===== src/rtl/prs_pkg.sv =====
package prs_pkg;

    typedef enum logic [3:0] {
        ST_OFF  = 4'b0001,
        ST_UP   = 4'b0010,
        ST_RUN  = 4'b0100,
        ST_DOWN = 4'b1000
    } prs_state_e;

    typedef struct packed {
        logic clear;
        logic load_full;
        logic inc;
        logic dec;
    } lvl_cmd_t;

    localparam logic [1:0] QUAD_HALF_CODE = 2'b11;

    function automatic logic ramp_allowed(input logic req, input logic [2:0] mode);
        return req && (mode[1:0] == QUAD_HALF_CODE);
    endfunction

    function automatic logic is_ramping(input prs_state_e s);
        return (s == ST_UP) || (s == ST_DOWN);
    endfunction

endpackage


===== src/rtl/prs_prescaler.sv =====
module prs_prescaler #(
    parameter int DIV_W = 4
) (
    input  logic             clk,
    input  logic             rst,
    input  logic             clr,
    input  logic             active,
    input  logic [DIV_W-1:0] div,
    output logic             tick
);
    logic [DIV_W-1:0] cnt_q;

    always_ff @(posedge clk) begin
        if (rst || clr) begin
            cnt_q <= '0;
        end else if (cnt_q >= div) begin
            cnt_q <= '0;
        end else begin
            cnt_q <= cnt_q + 1'b1;
        end
    end

    assign tick = active && (cnt_q >= div);
endmodule


===== src/rtl/prs_level.sv =====
module prs_level #(
    parameter int LVL_W = 6
) (
    input  logic              clk,
    input  logic              rst,
    input  prs_pkg::lvl_cmd_t cmd,
    output logic [LVL_W-1:0]  level,
    output logic              at_full,
    output logic              at_zero
);
    localparam logic [LVL_W-1:0] FULL = {LVL_W{1'b1}};

    logic [LVL_W-1:0] lvl_q;

    always_ff @(posedge clk) begin
        if (rst || cmd.clear) begin
            lvl_q <= '0;
        end else if (cmd.load_full) begin
            lvl_q <= FULL;
        end else if (cmd.inc && lvl_q != FULL) begin
            lvl_q <= lvl_q + 1'b1;
        end else if (cmd.dec && lvl_q != '0) begin
            lvl_q <= lvl_q - 1'b1;
        end
    end

    assign level   = lvl_q;
    assign at_full = (lvl_q == FULL);
    assign at_zero = (lvl_q == '0);
endmodule


===== src/rtl/prs_fsm.sv =====
module prs_fsm (
    input  logic                 clk,
    input  logic                 rst,
    input  logic                 go,
    input  logic                 ramp_ok,
    input  logic                 tick,
    input  logic                 at_full,
    input  logic                 at_zero,
    output prs_pkg::prs_state_e  state,
    output prs_pkg::lvl_cmd_t    cmd,
    output logic                 pre_clr
);
    import prs_pkg::*;

    prs_state_e st_q, st_d;

    always_comb begin
        st_d = st_q;
        cmd  = '0;
        unique case (st_q)
            ST_OFF: begin
                if (go) begin
                    st_d          = ramp_ok ? ST_UP : ST_RUN;
                    cmd.load_full = !ramp_ok;
                end
            end
            ST_UP: begin
                if (!go) begin
                    st_d      = ramp_ok ? ST_DOWN : ST_OFF;
                    cmd.clear = !ramp_ok;
                end else if (!ramp_ok) begin
                    st_d          = ST_RUN;
                    cmd.load_full = 1'b1;
                end else if (at_full) begin
                    st_d = ST_RUN;
                end else begin
                    cmd.inc = tick;
                end
            end
            ST_RUN: begin
                if (!go) begin
                    st_d      = ramp_ok ? ST_DOWN : ST_OFF;
                    cmd.clear = !ramp_ok;
                end
            end
            ST_DOWN: begin
                if (go) begin
                    st_d          = ramp_ok ? ST_UP : ST_RUN;
                    cmd.load_full = !ramp_ok;
                end else if (!ramp_ok) begin
                    st_d      = ST_OFF;
                    cmd.clear = 1'b1;
                end else if (at_zero) begin
                    st_d = ST_OFF;
                end else begin
                    cmd.dec = tick;
                end
            end
            default: begin
                st_d      = ST_OFF;
                cmd.clear = 1'b1;
            end
        endcase
    end

    always_ff @(posedge clk) begin
        if (rst) st_q <= ST_OFF;
        else     st_q <= st_d;
    end

    assign state   = st_q;
    assign pre_clr = (st_d != st_q) || !is_ramping(st_q);
endmodule


===== src/rtl/prs_top.sv =====
module prs_top #(
    parameter int DIV_W = 4,
    parameter int LVL_W = 6
) (
    input  logic             clk,
    input  logic             rst,
    input  logic             pair_go,
    input  logic             ramp_req,
    input  logic [2:0]       mode_sel,
    input  logic [DIV_W-1:0] tick_div,
    output logic [LVL_W-1:0] ramp_level,
    output logic             lane_en,
    output logic             run,
    output logic [3:0]       state_oh
);
    import prs_pkg::*;

    prs_state_e state;
    lvl_cmd_t   cmd;
    logic       ramp_ok, tick, pre_clr, at_full, at_zero;

    assign ramp_ok = ramp_allowed(ramp_req, mode_sel);

    prs_fsm u_fsm (
        .clk     (clk),
        .rst     (rst),
        .go      (pair_go),
        .ramp_ok (ramp_ok),
        .tick    (tick),
        .at_full (at_full),
        .at_zero (at_zero),
        .state   (state),
        .cmd     (cmd),
        .pre_clr (pre_clr)
    );

    prs_prescaler #(.DIV_W(DIV_W)) u_pre (
        .clk    (clk),
        .rst    (rst),
        .clr    (pre_clr),
        .active (is_ramping(state)),
        .div    (tick_div),
        .tick   (tick)
    );

    prs_level #(.LVL_W(LVL_W)) u_lvl (
        .clk     (clk),
        .rst     (rst),
        .cmd     (cmd),
        .level   (ramp_level),
        .at_full (at_full),
        .at_zero (at_zero)
    );

    assign state_oh = state;
    assign lane_en  = (state != ST_OFF);
    assign run      = (state == ST_RUN);
endmodule


===== config.mk =====
export PLATFORM = sky130hd
export DESIGN_NAME = prs_top
export DESIGN_NICKNAME = d
export VERILOG_FILES = /design/src/rtl/prs_pkg.sv /design/src/rtl/prs_prescaler.sv /design/src/rtl/prs_level.sv /design/src/rtl/prs_fsm.sv /design/src/rtl/prs_top.sv
export SDC_FILE = /design/constraint.sdc
export NUM_CORES = 1
export LEC_CHECK = 0
export CAP_MARGIN = 10
export CORE_UTILIZATION = 40
export CTS_BUF_LIST = sky130_fd_sc_hd__clkbuf_4
export DETAILED_ROUTE_END_ITERATION = 8
export DONT_BUFFER_PORTS = 1
export MAX_ROUTING_LAYER = met4
export PLACE_DENSITY = 0.63
export SETUP_SLACK_MARGIN = 0.15
export SYNTH_ARGS = -nofsm -noshare
export SYNTH_HDL_FRONTEND = slang
export SYNTH_SLANG_ARGS = --single-unit
export TNS_END_PERCENT = 100

===== constraint.sdc =====
create_clock -name clk -period 2.85 [get_ports clk]
set_input_delay 0.57 -clock clk [delete_from_list [all_inputs] [get_ports clk]]
set_output_delay 0.57 -clock clk [all_outputs]
set_load 0.1 [all_outputs]

* Yosys cells after proc, flatten, opt, wreduce, memory -nomap -nowiden *
Cells that the tools add are included.
Widths: inputs -> output; s select.

word-level totals
  RAM bits = 0
  output and inout port bits = 12
  ROM bits = 0
  memories kept = 0
  register bits after elaboration = 14
  bits in latches = 0

cells by class
  equal/unequal tests = 9
  div/mod/pow operators = 0
  $mul = 0
  shift operators = 0
  $add $sub $neg = 3
  order comparisons = 1
  reductions and logical operators = 16
  mux-type cells = 28
  bitwise gates (word level) = 0

operator list
  kind                 number
  $mux 4               9
  $mux 6               3
  $pmux 4 s4           1
  $mux 1               11
  $add 6x1->6 const B  1
  $eq 6x6->1 const B   1
  $logic_not 6->1      1
  $ne 6x6->1 const B   1
  $reduce_bool 6->1    1
  $reduce_or 2->1      3
  $sub 6x1->6 const B  1
  $add 4x1->4 const B  1
  $eq 4x1->1 const B   1
  $eq 4x2->1 const B   1
  $eq 4x3->1 const B   1
  $eq 4x4->1 const B   1
  $ge 4x4->1           1
  $logic_and 1x1->1    4
  $logic_or 1x1->1     4
  $ne 4x1->1 const B   1
  $ne 4x4->1           1
  $mux 3               1
  $pmux 1 s3           1
  $reduce_bool 3->1    1
  4 further kinds      5

* Longest topological paths before layout *
Gate-level depths: netlist of the first run.

  depth in word-level cells = 11
  gate-level depth with buffers = 12
  mapped depth without buffers = 12

* Modules after synthesis *
Synthesis of the first run repeated with hierarchy kept, for this count alone.

unflattened totals
  cell total of the unflattened synthesis = 145
  area total of the unflattened synthesis = 1,179.9 µm²

modules (own cells, without submodules)
  module         cells an instance  area each (µm²)  times used  seq. area each (µm²)
  prs_level      50                 444.2            1           120.1
  prs_fsm        65                 441.7            1           80.1
  prs_prescaler  25                 255.2            1           80.1
  prs_top        5                  38.8             1           0.0

* Worst setup path after synthesis of the first run *
Ideal clock, no wire load.

  kind = reg2reg
  start point = register u_fsm.st_q[2], in the netlist u_fsm.state[2]
  end point = register u_pre.cnt_q[2]
  cell stages (with the launch flop) = 7
  buffers on the path = 1
  setup time = 116 ps
  path slack = -1,430 ps
  clock period less this slack = 4,280 ps
  data arrival time = 4,165 ps
  cell sequence = dfxtp_1 clkbuf_1 nand2b_1 nor3_1 a22o_1 a221o_1 nor2_1

between the ends
  elaborated cells on any way between the ends = 19
  those cells by class = eq/ne: 5; mux: 9; reduce/logical: 5

RTL lines
  element                           line                 RTL
  start: declaration                prs_fsm.sv:15        prs_state_e st_q, st_d;
  start signal: assignment          prs_fsm.sv:68        else st_q <= st_d;
  $eq 4x3->1                        n/a
  net run                           prs_top.sv:13        output logic run,
  $pmux 4 s4                        prs_fsm.sv:20        unique case (st_q)
  $ne 4x4->1                        prs_fsm.sv:72        assign pre_clr = (st_d != st_q) || !is_ramping(st_q);
  $logic_or 1x1->1                  prs_fsm.sv:72
  $logic_or 1x1->1                  prs_prescaler.sv:14  if (rst || clr) begin
  $reduce_or 2->1 (no source line)  n/a
  end signal: assignment            prs_prescaler.sv:19  cnt_q <= cnt_q + 1'b1;
  end: declaration                  prs_prescaler.sv:11  logic [DIV_W-1:0] cnt_q;

The timed path passes the listed nets, and every way through them passes these cells.
A chain may end at the register's enable or synchronous reset.

* Worst setup path in the final report of the first run *
  start point = register u_pre.cnt_q[0]
  end point = register u_lvl.lvl_q[5], in the netlist u_lvl.level[5]

between the ends
  word-level cells in the longest chain between the ends = 9
  elaborated cells on any way between the ends = 15
  those cells by class = order compare: 1; mux: 10; reduce/logical: 4

RTL lines
  element                 line                 RTL
  $ge 4x4->1 (*)          prs_prescaler.sv:23  assign tick = active && (cnt_q >= div);
  $logic_and 1x1->1 (*)   prs_prescaler.sv:23
  $mux 1                  prs_fsm.sv:34        end else if (at_full) begin
  $mux 1                  prs_fsm.sv:31        end else if (!ramp_ok) begin
  $mux 2                  prs_fsm.sv:28        if (!go) begin
  $mux 1                  prs_fsm.sv:20
  $logic_and 1x1->1       prs_level.sv:20      end else if (cmd.inc && lvl_q != FULL) begin
  $mux 6                  prs_level.sv:20
  $mux 6                  prs_level.sv:18      end else if (cmd.load_full) begin
  end signal: assignment  prs_level.sv:21      lvl_q <= lvl_q + 1'b1;
  end signal: assignment  prs_level.sv:23      lvl_q <= lvl_q - 1'b1;
  end: declaration        prs_level.sv:13      logic [LVL_W-1:0] lvl_q;

Every way passes the cells marked *; elsewhere a longest branch is shown, timed or not.

==> results of run 1 <==
[registers in the layout, indices dropped and copies added, names as in the netlist]
signal / flops
u_pre.cnt_q: 4
u_lvl.level: 6
u_fsm.state: 4
[kinds of logic (layout without fill, tap and decap cells)]
logic type | after synthesis | count (layout) | synth area share
adders and majority gates | 10 | 10 | 0.1160
buffers and inverters | 12 | 36 | 0.04267
muxes | 3 | 3 | 0.02626
AOI/OAI and AO/OA | 44 | 44 | 0.2878
xor gates and xnor gates | 8 | 8 | 0.06127
DFF | 14 | 14 | 0.2451
and+or+nand+nor | 44 | 44 | 0.2210
[cell usage in the layout, fill, tap and decap left out, types with 3 or more instances in the layout]
cell type	count
buf_4	22
a21oi_1	12
nor2_1	8
inv_1	7
ha_1	7
dfxtp_2	7
xnor2_1	5
dfxtp_1	4
nand2_1	3
nand4_1	3
nor2b_1	3
nand2b_1	3
nand3_1	3
or3_1	3
o22ai_1	3
a21o_1	3
a21oi_2	3
a211oi_1	3
mux2i_1	3
clkbuf_4	3
dfxtp_4	3
[repair_timing]
item                       4_1_cts  5_1_grt
hold buffers                     0        0
pin swaps                        0        7
setup buffers                    0        1
resized for setup                2        9
setup endpoints to repair        1        3
gates cloned                     0        0
[per-layer routing]
metal  GRT usage  vias up
li1            -      565
met1      0.2161      540
met2      0.3425       47
met3     0.03747        6
met4     0.07857        0
met5           -        -
[final timing paths]
path                                       end  depth (start not counted)
worst max-delay path            u_lvl.level[5]                         13
worst min register to register  u_pre.cnt_q[3]                          2
worst max register to register  u_lvl.level[5]                         13
worst min-delay path            u_fsm.state[0]                          1
[worst max-delay path: cells and delay by family, from the launching register on]
family / cells / cell delay, ns
adder cells (fa/ha/maj): 2 / 0.41
flip-flops: 1 / 0.35
AND/OR/NAND/NOR: 4 / 0.54
buffers and inverters: 2 / 0.18
AO/OA/AOI/OAI: 5 / 1.05
[synth_stat cells (2+ instances only)]
| cell | number |
|---|---|
| and3_1 | 3 |
| or2b_1 | 2 |
| a31oi_1 | 2 |
| nand4_1 | 3 |
| a21o_1 | 3 |
| xor2_1 | 2 |
| nor2_1 | 8 |
| or3_1 | 3 |
| nor3_1 | 3 |
| xnor2_1 | 6 |
| nand2b_1 | 4 |
| ha_1 | 9 |
| inv_1 | 8 |
| a211oi_1 | 3 |
| nor4_1 | 2 |
| mux2i_1 | 3 |
| nor2b_1 | 3 |
| dfxtp_1 | 14 |
| o22ai_1 | 3 |
| o21ai_0 | 2 |
| nand3_1 | 4 |
| clkbuf_1 | 3 |
| nand2_1 | 3 |
| a21oi_1 | 14 |
[report_power, final]
group          switching [uW]  total [uW]  internal, uW
registers                10.9         216           205
logic                     175         264          89.1
clock network            65.6         116          50.7
total                     252         597           345
[stage by stage]
stage	cells	setup WS (ns)
2_1_floorplan	135	-0.01932
4_1_cts	189	0.1625
5_1_grt	190	0.1364
6_report	190	0.2328
3_5_place_dp	185	-0.01487
3_3_place_gp	185	0.03041
[area by class of cell]
type,count,area (sq um)
fill,232,1235
sequential,14,300.3
multi-input combinational,109,915.9
clock inverter,1,3.754
timing repair buffer,24,187.7
tap,31,38.79
clock buffer,3,22.52
inverter,8,30.03
==> results by stage, run 1 <==
Yosys:
- Yosys mapped a number of flops with a built-in enable equal to 0.
- Summing every instance area after synthesis gives between 1000 and 1500 sq um.
- For this run, asynchronously set or reset flops after synthesis account for 0.
- The net count after synthesis is 156.
- The Yosys step of the flow raised 0 warnings.
- The primary flip-flop cell chosen by synthesis mapping is dfxtp_1.
- The post-synthesis sequential area ratio is 0.2451.
- The largest total area in the synthesized netlist belongs to dfxtp_1.
- The post-synthesis area per instance is 8.471 sq um.
- The area share of the leading cell type in the synthesized netlist is 0.2451.
- After synthesis, the cell types taking the most area are dfxtp_1 25%, ha_1 9.8%, a21oi_1 6.1%.
- The synthesized design contains 14 register bits.
- The count of mapped cells out of synthesis is 135.
- The number of distinct library cell variants in the gate-level netlist after synthesis is between 40 and 50.

GRT:
- The number of global-route vias before repair is 1124.
- The global-route wire length before repair is 4774 um.
- Entering global routing, the biggest net connects 17 pins.
- For this run, the total global-route usage over all layers was measured as 0.1951.
- The global-route congestion overflow total is 0.
- The number of antenna violations at the first check in global routing was 0.

Power and ir drop:
- The overall power is 596.9 uW.
- The worst supply voltage drop on vdd is ~0.24 mV.
- In this run the static leakage power is 0.0005618 uW.
- In this run the power density over the cells is 398.2 nW/um^2.

Routing:
- The met3 wire length is about 200 um.
- The total wire length after detailed routing is 2817 um.
- Dividing the detail-routed via count by the number of cells gives approximately 6.1.
- Once detail routing completed, the nets flagged for antenna violations numbered 0.
- The detailed router used layers up to and including met4.
- Dividing the detail-routed wire length by the instance count gives 14.83 um.
- Summed over all nets, wire length on met2 after detailed routing comes to around 1400 um.
- The met1 layer wirelength in the final routing is around 1200 um.
- Across all layers, the routed design uses roughly 1200 vias.
- The starting DRC count in detailed routing is 43.
- In the routed design, unresolved DRC markers number 0.
- The first detailed-routing pass ran for 4 iterations.

Place:
- The wire-length estimate of the detail-placed layout is around 2200 um.
- During placement, the flow inserted port buffers numbering 0.
- Routability-driven placement finished with a final weighted congestion of about 0.85.
- In this run the cell area measured after placement is around 1400 sq um.

Critical path:
- The endpoint arrival time on the critical path is 2.81 ns.
- The largest fanout on the critical path is 5.
- The startpoint of the lowest-slack register-to-register path is u_pre.cnt_q[0].
- The cell with the biggest individual delay on the critical path is a2111oi_4.
- The maximum single-stage delay on the critical path is 0.38 ns.
- The worst setup path is of the flop to flop kind.
- STA puts the critical path data required time at slightly above 3 ns.
- The worst setup path is launched from a flop.
- STA classifies the critical path endpoint as a flop.
- The worst register-to-register path has a setup slack of 0.23 ns.
- The critical path starts at u_pre.cnt_q[0].
- The signal on the critical path passes through inv_2, ha_4, nand2b_4, a2111oi_4, nor3_2, nand4_1, buf_6, ha_4, a21o_1, a21oi_2, and3_4, o21ai_2, a211oi_1.
- The cell type with the highest occurrence count on the critical path is ha_4.

Floorplanning:
- The die extent in y is 55.47 um.
- The starting density of the core is 0.4183.
- The floorplan step defined a die boundary enclosing a little over 3000 sq um.
- The floorplan has 19 rows.
- The total area inside the core boundary comes to roughly 2700 sq um.
- The top-level port count is 23.
- The floorplan step set the die width to 55.47 um.

Final layout:
- The area growth from synthesis to layout is 31.07%.
- The core occupancy in the finished layout is 0.5483.
- The share of final-layout standard cells stronger than drive strength 1 is 0.3648.
- The post-layout instance area is 1499 sq um.
- 0 antenna diodes ended up in the layout.
- After the last flow step, the layout net total stands at between 150 and 200.

Timing:
- Setup repair after global routing left no endpoint under its margin.
- The share of the clock period used by the worst path after layout is 0.9183.
- Setup violations remaining at the end of the flow were counted as 0.
- For this run, the top clock speed supported by timing is between 300 and 400 MHz.
- Summed over all failing endpoints, the final setup total negative slack is 0 ns.
- The setup skew after layout is 0.005523 ns.
- The final number of max-transition violations is 0.
- The remaining max-slew budget at the tightest pin is 0.5659.
- The clock period minus final worst setup slack is between 2 and 3 ns.
- The final number of hold-violating endpoints was 0.
- At the pin with the least slew margin, the transition time is around 0.65 ns.
- The worst hold slack is between 0.4 and 0.5 ns.

Clocking:
- The tree is rooted in a clkbuf_4.
- At the later pin of the worst-skew pair, clock insertion delay measures 0.28 ns.
- The clock-pin transition on the worst setup and hold timing paths is approximately 0.09 ns.
- The TritonCTS buffer count is 3.
- TritonCTS built the clock tree.
- The maximum clock insertion buffer count is 2.
- The clock drives 14 sinks.
- CTS built an H-tree with a depth of 1.

Flow run:
- The number of violations of the max-capacitance limit is 0.

Hold path:
- The startpoint identified for the worst hold timing path is rst.
- The worst hold path class is input pin to flop.

Outcome:
- The flow ran to the end, and the final reports show no timing, DRC or antenna violations.
(Power assumes the default switching activity.)
==> inputs of run 2 (changes only) <==
- PLACE_DENSITY: 0.63 -> default
==> results by stage, run 2 (synthesized netlist as in run 1, its figures left out) <==
Timing:
- The final setup violation count is 0 (unchanged).
- Setup repair after global routing missed its margin: true (was false).
- The clock period minus final worst setup slack is 2.567 ns (was 2.617 ns).
- The transition at the pin with the smallest max-transition slack is 0.6518 ns (was 0.6512 ns).
- The maximum frequency from static timing analysis is 389.6 MHz (was 382.1 MHz).
- The sum of negative setup slack is 0 ns (unchanged).
- The share of the clock period used by the worst path after layout is 0.9006 (was 0.9183).
- The remaining max-slew budget at the tightest pin is 0.5646 (was 0.5659).
- The final number of max-transition violations is 0 (unchanged).
- The setup skew after layout is 0.004033 ns (was 0.005523 ns).
- The final number of hold-violating endpoints is 0 (unchanged).
- The worst hold slack is 0.3981 ns (was 0.4158 ns).

Floorplanning:
- The die extent in y is 55.47 um (unchanged).
- The area of the core region is 2734 sq um (unchanged).
- The die width is 55.47 um (unchanged).
- The starting density of the core came to 0.4183 (unchanged).
- The floorplan die area is 3077 sq um (unchanged).
- The total number of placement rows is 19 (unchanged).
- The top-level port count is 23 (unchanged).

Routing:
- The number of antenna-violating nets in the routed design came to 0 (unchanged).
- The starting DRC count in detailed routing is 53 (was 43).
- The detailed-routing iteration count for the pre-antenna-repair pass is 4 (unchanged).
- The routed length per placed instance is 15.53 um (was 14.83 um).
- The number of vias in the routed layout is 1143 (was 1158).
- The via density per instance is 5.984 (was 6.095).
- The total wire length after detailed routing is 2967 um (was 2817 um).
- The remaining routing DRC violations is 0 (unchanged).

Clocking:
- The root cell of the clock tree is clkbuf_4 (unchanged).
- The clock latency of the later-clocked register in the worst-skew pair is 0.28 ns (about the same).
- The TritonCTS clock tree is yes (unchanged).
- The number of H-tree branching levels was 1 (unchanged).
- The TritonCTS buffer count is 3 (unchanged).
- The maximum clock insertion buffer count is 2 (unchanged).
- The clock sink count came to 14 (unchanged).
- The clock-pin transition on the worst setup and hold timing paths is 0.09 ns (about the same).

Critical path:
- The nature of the critical path endpoint is a flop (unchanged).
- The cell with the biggest individual delay on the critical path is a2111oi_4 (unchanged).
- The worst reg2reg path depth came to 13 (unchanged).
- The largest fanout on the critical path is 5 (unchanged).
- The maximum single-stage delay on the critical path is 0.37 ns (was 0.38 ns).
- The path type of the worst setup path was flop to flop (unchanged).
- The flop-to-flop setup slack came to 0.28 ns (was 0.23 ns).
- The required time at the worst-slack endpoint came to 3.06 ns (was 3.04 ns).
- The beginning of the critical path is u_pre.cnt_q[0] (unchanged).
- The startpoint of the lowest-slack register-to-register path was u_pre.cnt_q[0] (unchanged).
- Cell-by-cell listing of the critical path: inv_1, ha_1, nand2b_4, a2111oi_4, nor3_2, nand4_1, buf_6, ha_4, a21o_1, a21oi_2, a21oi_1, o2111a_1, a211oi_2 (was inv_2, ha_4, nand2b_4, a2111oi_4, nor3_2, nand4_1, buf_6, ha_4, a21o_1, a21oi_2, and3_4, o21ai_2, a211oi_1).
- The endpoint arrival time on the critical path is 2.78 ns (was 2.81 ns).
- The critical path launch point type is a flop (unchanged).

Final layout:
- Top library cells by usage in the layout, fill and taps aside: 24 x buf_4, 11 x a21oi_1, 8 x nor2_1, 8 x inv_1 (was 22 x buf_4, 12 x a21oi_1, 8 x nor2_1).
- The most common cell after layout, fill and taps aside is buf_4 (unchanged).
- The post-layout instance area is 1498 sq um (was 1499 sq um).
- The number of nets in the finished design is 182 (was 181).
- The antenna diode count is 0 (unchanged).
- The layout-stage area growth over the synthesis result is 30.96% (was 31.07%).
- The number of flip-flops in the largest register is 6 (unchanged).
- The share of final-layout standard cells stronger than drive strength 1 is 0.3563 (was 0.3648).

Outcome:
- Run status: finished clean (unchanged).

Power and ir drop:
- The worst supply voltage drop on vdd is 0.3045 mV (was 0.2435 mV).
- The cell area power density is 399.3 nW/um^2 (was 398.2 nW/um^2).
- The leakage power total was 0.0005673 uW (was 0.0005618 uW).

GRT:
- The global-route wire length before repair is 5099 um (was 4774 um).
- The number of antenna violations at the first check in global routing is 0 (unchanged).
- The overall global routing resource usage is 0.2137 (was 0.1951).
- The global-route congestion overflow total was 0 (unchanged).
- The maximum number of pins on one net before global-route repair is 17 (unchanged).
- The number of global-route vias before repair is 1051 (was 1124).

Hold path:
- The hold path startpoint is rst (unchanged).
- The worst hold path class is input pin to flop (unchanged).
- The worst hold path stage count is 1 (unchanged).

Place:
- The routability-driven placement congestion ratio is 0.8281 (was 0.8479).
- The placement-stage cell area is 1415 sq um (unchanged).
- The final HPWL from detailed placement is 2233 um (was 2171 um).
- The count of buffers from port buffering is 0 (unchanged).

Flow run:
- The number of violations of the max-capacitance limit is 0 (unchanged).
==> run 2: changes by cell type in the layout (fill, tap and decap cells not counted), sizes merged <==
cell	previous run	this run
buf	24	25
==> run 2: cell type report <==
type	count	area [sq um]
clock inverters	1	3.754
fillers	249	1236
repair buffers	25	191.4
clock buffers	3	22.52
flip-flops and latches	14	300.3
multi-input cells	109	910.9
well taps	31	38.79
inverters	8	30.03
==> run 2: stage by stage <==
stage,instances,utilization,setup WS (ns),power [uW]
after floorplan,135,-,-0.01932,416.0
after global placement,185,0.5176,-0.004699,466.4
after detailed placement,185,0.5176,-0.01431,472.1
after CTS,189,0.5272,0.1502,590.4
after global routing,191,0.5478,0.1135,634.6
final,191,0.5478,0.2832,598.0
==> run 2: timing repair <==
item                       in CTS  in global routing
gates resized for setup         0                  8
setup buffers                   0                  2
setup endpoints to repair       0                  3
hold buffers                    0                  0
==> run 2: per-layer routing <==
metal	wire length (um)	GRT usage	vias to the layer above	part of all wire
li1	-	-	565	-
met1	1291	0.2838	538	0.44
met2	1474	0.3373	38	0.50
met3	184	0.04450	2	0.062
met4	17	0.04286	0	0.0057
met5	0	-	-	0
==> run 2: worst max-delay path: cells and delay by family (launching register included) <==
kind	cells	cell delay, ns
flip-flops	1	0.35
buffers and inverters	2	0.18
AO/OA/AOI/OAI	6	1.17
AND/OR/NAND/NOR	3	0.32
adder cells (fa/ha/maj)	2	0.47
==> run 2: report_power, final <==
group	switching [uW]	internal, uW
Clock	66.8	50.8
Combinational	174	88.0
Sequential	12.5	206
Total	254	344
==> run 2: worst paths after layout <==
check	endpoint
max reg2reg	u_lvl.level[5]
min	u_fsm.state[0]
min reg2reg	u_pre.cnt_q[0]
max	u_lvl.level[5]
==> inputs of run 3 (changes only) <==
- CORE_ASPECT_RATIO: default -> 1.5
==> results by stage, run 3 (synthesized netlist as in run 1, its figures left out) <==
Routing:
- The total wire length after detailed routing was 2908 um (was 2967 um).
- The via density per instance is 5.872 (was 5.984).
- The number of vias in the routed layout is 1145 (was 1143).
- The number of antenna-violating nets in the routed design is 0 (unchanged).
- The remaining routing DRC violations is 0 (unchanged).
- The detailed-routing iteration count for the pre-antenna-repair pass is 6 (was 4).
- The routed length per placed instance is 14.91 um (was 15.53 um).
- The starting DRC count in detailed routing is 32 (was 53).

Timing:
- The remaining max-slew budget at the tightest pin is 0.5434 (was 0.5646).
- Setup repair after global routing missed its margin: true (unchanged).
- The final number of max-transition violations came to 0 (unchanged).
- The share of the clock period used by the worst path after layout is 0.9189 (was 0.9006).
- The setup skew after layout is 0.004310 ns (was 0.004033 ns).
- The worst hold slack is 0.3735 ns (was 0.3981 ns).
- The maximum frequency from static timing analysis is 381.9 MHz (was 389.6 MHz).
- The sum of negative setup slack is 0 ns (unchanged).
- The transition at the pin with the smallest max-transition slack came to 0.6786 ns (was 0.6518 ns).
- The final number of hold-violating endpoints came to 0 (unchanged).
- The clock period minus final worst setup slack is 2.619 ns (was 2.567 ns).
- The final setup violation count came to 0 (unchanged).

Clocking:
- The clock sink count is 14 (unchanged).
- The clock-pin transition on the worst setup and hold timing paths was 0.09 ns (about the same).
- The maximum clock insertion buffer count is 2 (unchanged).
- The number of H-tree branching levels came to 1 (unchanged).
- The TritonCTS clock tree is yes (unchanged).
- The clock latency of the later-clocked register in the worst-skew pair is 0.29 ns (was 0.28 ns).
- The TritonCTS buffer count is 3 (unchanged).
- The root cell of the clock tree is clkbuf_4 (unchanged).

Final layout:
- The register area was 300.3 sq um (unchanged).
- The antenna diode count is 0 (unchanged).
- The most common cell after layout, fill and taps aside is buf_4 (unchanged).
- The post-layout instance area is 1503 sq um (was 1498 sq um).
- The layout-stage area growth over the synthesis result is 31.40% (was 30.96%).
- The number of fill cells is 275 (was 249).
- The share of final-layout standard cells stronger than drive strength 1 is 0.3671 (was 0.3563).
- The core occupancy in the finished layout is 0.5555 (was 0.5478).
- Top library cells by usage in the layout, fill and taps aside: 21 x buf_4, 11 x a21oi_1, 8 x nor2_1 (was 24 x buf_4, 11 x a21oi_1, 8 x nor2_1, 8 x inv_1).
- The final standard cell count with taps included and fillers excluded was 195 (was 191).
- The area of the multi-input gates came to 919.6 sq um (was 910.9 sq um).
- The number of nets in the finished design came to 180 (was 182).
- The number of flip-flops in the largest register is 6 (unchanged).

Hold path:
- The worst hold path class is input pin to flop (unchanged).

Power and ir drop:
- The leakage power total is 0.0005574 uW (was 0.0005673 uW).
- The worst supply voltage drop on vdd came to 0.2093 mV (was 0.3045 mV).
- The cell area power density is 398.9 nW/um^2 (was 399.3 nW/um^2).

GRT:
- The overall global routing resource usage was 0.2210 (was 0.2137).
- The number of global-route vias before repair is 1167 (was 1051).
- The maximum number of pins on one net before global-route repair was 17 (unchanged).
- The global-route wire length before repair is 4816 um (was 5099 um).
- The number of antenna violations at the first check in global routing is 0 (unchanged).
- The global-route congestion overflow total came to 0 (unchanged).

Outcome:
- Run status: finished clean (unchanged).

Place:
- The routability-driven placement congestion ratio is 0.8854 (was 0.8281).
- The final HPWL from detailed placement is 2271 um (was 2233 um).
- The placement-stage cell area is 1415 sq um (unchanged).
- The number of placed cells counting well taps is 190 (was 185).
- The count of buffers from port buffering came to 0 (unchanged).

Floorplanning:
- The starting density of the core is 0.4228 (was 0.4183).
- The top-level port count is 23 (unchanged).
- The floorplan die area came to 3081 sq um (was 3077 sq um).
- The die width is 45.66 um (was 55.47 um).
- The area of the core region is 2705 sq um (was 2734 sq um).
- The die extent in y came to 67.49 um (was 55.47 um).
- The total number of placement rows is 23 (was 19).

Critical path:
- The endpoint arrival time on the critical path is 2.78 ns (about the same).
- The critical path launch point type is a flop (unchanged).
- The path type of the worst setup path is flop to flop (unchanged).
- The flop-to-flop setup slack was 0.23 ns (was 0.28 ns).
- The required time at the worst-slack endpoint came to 3.01 ns (was 3.06 ns).
- The largest fanout on the critical path is 5 (unchanged).
- The nature of the critical path endpoint is a flop (unchanged).

Flow run:
- The number of violations of the max-capacitance limit was 0 (unchanged).
## run 3: changes by cell type in the layout (fill, tap and decap cells not counted), sizes merged
cell	before	now
buf	25	23
## run 3: worst max-delay path, stage by stage (launching register included)
cell and delay, ns:
dfxtp_2 0.36, inv_2 0.05, ha_4 0.23, nand2b_4 0.14, a2111oi_4 0.39, nor3_2 0.09
nand4_1 0.10, buf_6 0.13, ha_1 0.23, a21o_1 0.20, nand4_1 0.14, and3_4 0.21
o2111a_1 0.18, a211oi_2 0.04
## run 3: final cells by class
| cell class | instances | area share |
|---|---|---|
| repair buffers | 23 | 0.1199 |
| well taps | 37 | 0.03081 |
| clock buffers | 3 | 0.01499 |
| clock inverters | 1 | 0.002498 |
| multi-input cells | 109 | 0.6120 |
| flip-flops and latches | 14 | 0.1998 |
| inverters | 8 | 0.01998 |
## run 3: per-layer routing
metal	global-route usage	vias up	part of all wire
li1	-	563	-
met3	0.03743	7	0.055
met5	-	-	0
met4	0.1061	0	0.020
met2	0.3804	40	0.52
met1	0.2369	535	0.40
## run 3: report_power, final
part / internal [uW] / total (uW) / leakage (uW) / switching (uW)
combinational: 86.9 / 264 / 0.000423 / 177
clock: 51.1 / 120 / 0.0000154 / 68.9
sequential: 205 / 216 / 0.000119 / 10.3
## run 3: path summary, 6_finish.rpt
check	startpoint	cells past startpoint	end
hold / removal	rst	1	u_fsm.state[0]
hold reg to reg	u_pre.cnt_q[0]	1	u_pre.cnt_q[0]
setup reg to reg	u_pre.cnt_q[0]	13	u_lvl.level[5]
setup / recovery	u_pre.cnt_q[0]	13	u_lvl.level[5]
## run 3: what timing repair did
| action | CTS | global route |
|---|---|---|
| endpoints found under the hold margin | 0 | 0 |
| endpoints found under the setup margin | 1 | 3 |
| gates resized for setup | 2 | 10 |
| buffers inserted | 0 | 1 |
| pin swaps | 0 | 12 |
| hold buffers | 0 | 0 |
## run 3: per-stage QoR
stage	setup WS, ns	power [uW]
after detailed placement	-0.05554	469.8
after global routing	0.09908	631.5
after CTS	0.1686	589.3
final	0.2312	599.4
after global placement	0.04746	464.2
after floorplan	-0.01932	416.0
